File: config.mk
export PLATFORM = sky130hd
export DESIGN_NAME = mcmp_chain
export DESIGN_NICKNAME = d
export VERILOG_FILES = /design/src/rtl/mcmp_pkg.sv /design/src/rtl/mcmp_bit_rel.sv /design/src/rtl/mcmp_unit.sv /design/src/rtl/mcmp_chain.sv
export SDC_FILE = /design/constraint.sdc
export NUM_CORES = 1
export LEC_CHECK = 0
export BUFFER_PORTS_ARGS = -buffer_cell sky130_fd_sc_hd__buf_4
export CORE_UTILIZATION = 35
export DETAILED_ROUTE_END_ITERATION = 8
export PLACE_DENSITY = 0.72
export REMOVE_ABC_BUFFERS = 1
export SETUP_SLACK_MARGIN = 0.2
export SYNTH_ARGS = -nofsm -noshare
export SYNTH_HDL_FRONTEND = slang
export SYNTH_SLANG_ARGS = --single-unit
File: constraint.sdc
create_clock -name vclk -period 2.8
set_input_delay 0.14 -clock vclk [all_inputs]
set_output_delay 0.14 -clock vclk [all_outputs]
set_load 0.1 [all_outputs]
File: src/rtl/mcmp_pkg.sv
package mcmp_pkg;

   typedef struct packed {
      logic gt;
      logic lt;
      logic eq;
   } rel_t;

   localparam int STYLE_RIPPLE = 0;
   localparam int STYLE_PREFIX = 1;

endpackage

File: src/rtl/mcmp_bit_rel.sv
module mcmp_bit_rel
   import mcmp_pkg::*;
(
   input  logic a_i,
   input  logic b_i,
   output rel_t rel_o
);

   always_comb begin
      rel_o.gt = a_i & ~b_i;
      rel_o.lt = ~a_i & b_i;
      rel_o.eq = ~(a_i ^ b_i);
   end

endmodule

File: src/rtl/mcmp_unit.sv
module mcmp_unit
   import mcmp_pkg::*;
#(
   parameter int W     = 4,
   parameter int STYLE = STYLE_RIPPLE
)(
   input  logic [W-1:0] a_i,
   input  logic [W-1:0] b_i,
   input  rel_t         cas_i,
   output rel_t         res_o
);

   logic [W-1:0] bit_gt;
   logic [W-1:0] bit_lt;
   logic [W-1:0] bit_eq;

   for (genvar i = 0; i < W; i++) begin : g_bit
      rel_t r;
      mcmp_bit_rel u_rel (
         .a_i   (a_i[i]),
         .b_i   (b_i[i]),
         .rel_o (r)
      );
      assign bit_gt[i] = r.gt;
      assign bit_lt[i] = r.lt;
      assign bit_eq[i] = r.eq;
   end

   if (STYLE == STYLE_RIPPLE) begin : g_ripple
      // Walk upward from bit 0; a higher differing bit overwrites a lower one.
      always_comb begin
         res_o = cas_i;
         for (int i = 0; i < W; i++) begin
            if (!bit_eq[i]) begin
               res_o.gt = bit_gt[i];
               res_o.lt = bit_lt[i];
               res_o.eq = 1'b0;
            end
         end
      end
   end else begin : g_prefix
      // eq_hi[i]: all bits at position i and above match.
      logic [W:0]   eq_hi;
      logic [W-1:0] gt_term;
      logic [W-1:0] lt_term;
      assign eq_hi[W] = 1'b1;
      for (genvar i = W-1; i >= 0; i--) begin : g_term
         assign eq_hi[i]   = eq_hi[i+1] & bit_eq[i];
         assign gt_term[i] = bit_gt[i] & eq_hi[i+1];
         assign lt_term[i] = bit_lt[i] & eq_hi[i+1];
      end
      always_comb begin
         res_o.gt = (|gt_term) | (eq_hi[0] & cas_i.gt);
         res_o.lt = (|lt_term) | (eq_hi[0] & cas_i.lt);
         res_o.eq = eq_hi[0] & cas_i.eq;
      end
   end

endmodule

File: src/rtl/mcmp_chain.sv
module mcmp_chain
   import mcmp_pkg::*;
#(
   parameter int UNIT_W = 4,
   parameter int UNITS  = 2,
   parameter int STYLE  = STYLE_RIPPLE,
   localparam int W     = UNIT_W * UNITS
)(
   input  logic [W-1:0] a_i,
   input  logic [W-1:0] b_i,
   input  logic         cas_gt_i,
   input  logic         cas_lt_i,
   input  logic         cas_eq_i,
   output logic         gt_o,
   output logic         lt_o,
   output logic         eq_o
);

   if (UNIT_W < 1 || UNITS < 1) begin : g_bad_size
      $error("mcmp_chain: UNIT_W and UNITS must be at least 1");
   end
   if (STYLE != STYLE_RIPPLE && STYLE != STYLE_PREFIX) begin : g_bad_style
      $error("mcmp_chain: unknown STYLE");
   end

   rel_t link [UNITS+1];

   assign link[0] = '{gt: cas_gt_i, lt: cas_lt_i, eq: cas_eq_i};

   // Slice k covers bits [k*UNIT_W +: UNIT_W]; slice 0 is least significant.
   for (genvar k = 0; k < UNITS; k++) begin : g_slice
      mcmp_unit #(
         .W     (UNIT_W),
         .STYLE (STYLE)
      ) u_unit (
         .a_i   (a_i[k*UNIT_W +: UNIT_W]),
         .b_i   (b_i[k*UNIT_W +: UNIT_W]),
         .cas_i (link[k]),
         .res_o (link[k+1])
      );
   end

   assign gt_o = link[UNITS].gt;
   assign lt_o = link[UNITS].lt;
   assign eq_o = link[UNITS].eq;

endmodule

# After elaboration in Yosys (flattened, before gate mapping)
# Cells that the tools add are included.
# word_totals
regBits	0
inputBits	19
output_inout_bits	3
elab_cells	48
# op_classes
mux	8
bitwise_logic	40
# op_table
op	count
$mux 3	8
$and 1x1->1	16
$not 1->1	16
$xor 1x1->1	8

# Depth between registers and ports, before layout
# logic_depth
depth_word	10
ltp_mapped	5
ltp_nobuf	5

# Cells and area by module
# Synthesis repeated with hierarchy kept, for this count alone.
# hier_totals
cells_unflattened	62
area_unflattened_um2	440.4
# by_module_without_submodules
mod	instances	cells_each	area_each_um2	seq_area_each_um2
mcmp_bit_rel	8	4	32.5	0.0
mcmp_unit	2	15	90.1	0.0

# Least setup slack after synthesis
# No wires, ideal clock.
# synth_path
kind	input-to-output
start	input port a_i[2]
end	output port eq_o
arrival_ns	2.770
required_time_ns	2.660
path_slack_ns	-0.110
stages	5
n_path_buf	0
path_cell_list	inv_1 -> ha_1 -> and2_1 -> nand3_1 -> nor3_1
# synth_via
elab_chain_len	7
# synth_lines
item	line_no	source
from (decl)	mcmp_chain.sv:9	input logic [W-1:0] a_i,
$xor 1x1->1	mcmp_bit_rel.sv:12	rel_o.eq = ~(a_i ^ b_i);
$mux 3 (6 in series)	mcmp_unit.sv:34	if (!bit_eq[i]) begin
to (decl)	mcmp_chain.sv:16	output logic eq_o
# Every way passes these cells.

# Final worst setup path
# layout_path
start	input port a_i[1]
end	output port lt_o
# layout_via
elab_chain_len	9
word_cells_on_any_way	10
cone_classes	mux (7); bitwise (3)
# layout_lines
item	line_no	source
$not 1->1	mcmp_bit_rel.sv:11	rel_o.lt = ~a_i & b_i;
$and 1x1->1	mcmp_bit_rel.sv:11	
$mux 3 (*) (7 in series)	mcmp_unit.sv:34	
to (decl)	mcmp_chain.sv:15	output logic lt_o,
# Every way passes the cells marked *; elsewhere a longest branch is shown, timed or not.

==> flow_summary.toml <==
[die]
die_height_microns = 38.6
floorplan.io_pins = 22
die-width_microns = 38.6
placementRows = 12
dieArea_sq_um = 1490
fp.coreArea_sq_um = 1170
initial_core_util = 0.400

[placed_design]
dp_hpwl_microns = 797
place.port_buffers = 22
routability_congestion = 0.677

[power_and_ir_drop]
power.ir.vdd_worst_mv = 0.0880
seq_power_share = 0
netSwitchingPower_w = 0.0000806
cell_internal_pwr_w = 0.0000542
pwr_density_cell_nw_per_um2 = 207
clock_power_share = 0
combPwrFrac = 1.000
total_leakage_power_nw = 0.383
switching_share = 0.598

[timing]
setup_viol = 0
slew_violations = 0
relSlewSlack = 0.816
clock.fmax_ghz = 0.625
final_min_period_over_clock_period = 0.571
final_hold_viol_count = 0
hold-worst-slack_ns = 0.727
worstMarginPinSlew_ns = 0.278
grt_setup_unrepaired = "no"
final_critical_path_time_including_i_o_delays_and_setup_ns = 1.60

[run]
cap_viol_max_count = 0

[run_status]
run_status = "complete, no violations"

[route]
via_per_inst = 4.70
dr_total_vias = 475
wire_per_inst_microns = 8.23
drc = 0
postRouteAntennaNets = 0
detailedRoute.firstIterationViolations = 1
pre_antenna_drt_iters = 2
routed_wl_microns = 831

[synth]
post_synth_most_frequent_cells = "ha_1, inv_1, nor2_1"
yosysUniqueCellTypes = 16
syn_area_per_cell_sq_um = 7.20
seq_area_frac_synth = 0
synth.cell_area_sq_um = 468
cell_types_with_the_largest_area_share_after_synthesis = "ha_1, inv_1, a211oi_1"
synthDominantCellAreaShare = 0.428
synth_area_leader_cell = "ha_1"
yosys_warnings = 0
synthesis.instances = 65

[cells_and_area]
fillerInstances = 123
register_area_sq_um = 0
layout-area-overhead-vs-synth_pct = 39.0
clkbuf_count = 0
final_util = 0.556
layout-drive-gt1-share = 0.253
layout.sequential_cells = 0
num-nets-final = 124
n_antenna_cell = 0

[critical_path]
crit_path_frequent_cell = "buf_4"
critical_path.max_stage_delay_ns = 0.31
cpLargestDelayFamily = "buffers and inverters"
cp_data_arrival_time_ns = 1.46
path_depth = 7
worstPathBufferInverterCount = 3
setup.worst_path.end_class = "primary output"
worst-setup-path-type = "input pin to primary output"
cell_chain_critical_path = "buf_4 -> inv_1 -> ha_1 -> and2_1 -> a211oi_1 -> a211o_1 -> buf_4"
cp_slowest_cell = "ha_1"
crit_required_ns = 2.66
crit_path_max_fanout = 3
worstSetupStartpointType = "input pin"

[worst_hold_path]
min_delay_path_depth = 4
worstHoldPathType = "input pin to primary output"

[cts]
post-cts-setup-buffer-count = 0
post_cts.resized_instances = 0
post_cts_hold_buffer_count = 0

[global_routing]
grt_max_degree = 8
grt_use_total = 0.117
met2_usage = 0.233
layer_with_the_highest_usage_after_global_routing = "met2"
grt_antenna_before_repair = 0
gr-usage-met3 = 0
grt_pass1_vias = 403
grt.overflow.total = 0
grt_pass1_wl_mm = 1.32
gr-usage-met1 = 0.144
==> path summary, 6_finish.rpt <==
| kind | start | to | slack [ns] |
|---|---|---|---|
| setup / recovery | a_i[1] | lt_o | 1.20 |
| hold / removal | cas_eq_i | eq_o | 0.73 |
==> metrics by stage <==
stage | cells | power, W | setup TNS (ns) | cell area, sq um | setup WS [ns]
3_5_place_dp | 101 | 0.000136 | 0 | 651 | 1.20
4_1_cts | 101 | 0.000136 | 0 | 651 | 1.20
3_3_place_gp | 101 | 0.000134 | 0 | 651 | 1.20
5_1_grt | 101 | 0.000149 | 0 | 651 | 1.09
2_1_floorplan | 65 | 0.0000951 | -0.110 | 468 | -0.110
6_report | 101 | 0.000135 | 0 | 651 | 1.20
==> routing by layer <==
layer	up-vias	routed length [microns]
li1	263	-
met1	199	364
met2	13	426
met3	0	40
met4	0	0
met5	-	0
==> cells in the final DEF, fill, tap and decap left out, drive strengths merged <==
cell type | Yosys | layout
nand3 | 2 | 2
nand2 | 1 | 1
nand3b | 2 | 2
o211ai | 2 | 2
nand2b | 4 | 4
a211oi | 4 | 4
and2 | 1 | 1
nor3 | 1 | 1
inv | 16 | 16
ha | 16 | 16
o21ai | 2 | 2
mux2i | 2 | 2
buf | 0 | 22
nor3b | 2 | 2
a31oi | 2 | 2
nor2 | 6 | 6
a211o | 2 | 2
==> cell type report <==
class	count	area [sq um]	share of cell area
tap	14	17.5	0.0269
timing repair buffer	22	165	0.254
multi-input combinational	49	408	0.627
inverter	16	60.1	0.0923
==> power by group through the flow <==
stage	logic [W]	registers [W]	clock network (W)
after floorplan	0.0000951	0	0
after global placement	0.000134	0	0
after detailed placement	0.000136	0	0
after CTS	0.000136	0	0
after global routing	0.000149	0	0
final	0.000135	0	0
==> cell families (layout without fill, tap and decap cells) <==
logic type | after synthesis | in the layout | synth area share
multiplexers | 2 | 2 | 0.0428
buffers and inverters | 16 | 38 | 0.128
adder cells (fa/ha/maj) | 16 | 16 | 0.428
AO/OA/AOI/OAI | 12 | 12 | 0.182
AND/OR/NAND/NOR | 19 | 19 | 0.219
(Power assumes the default switching activity.)
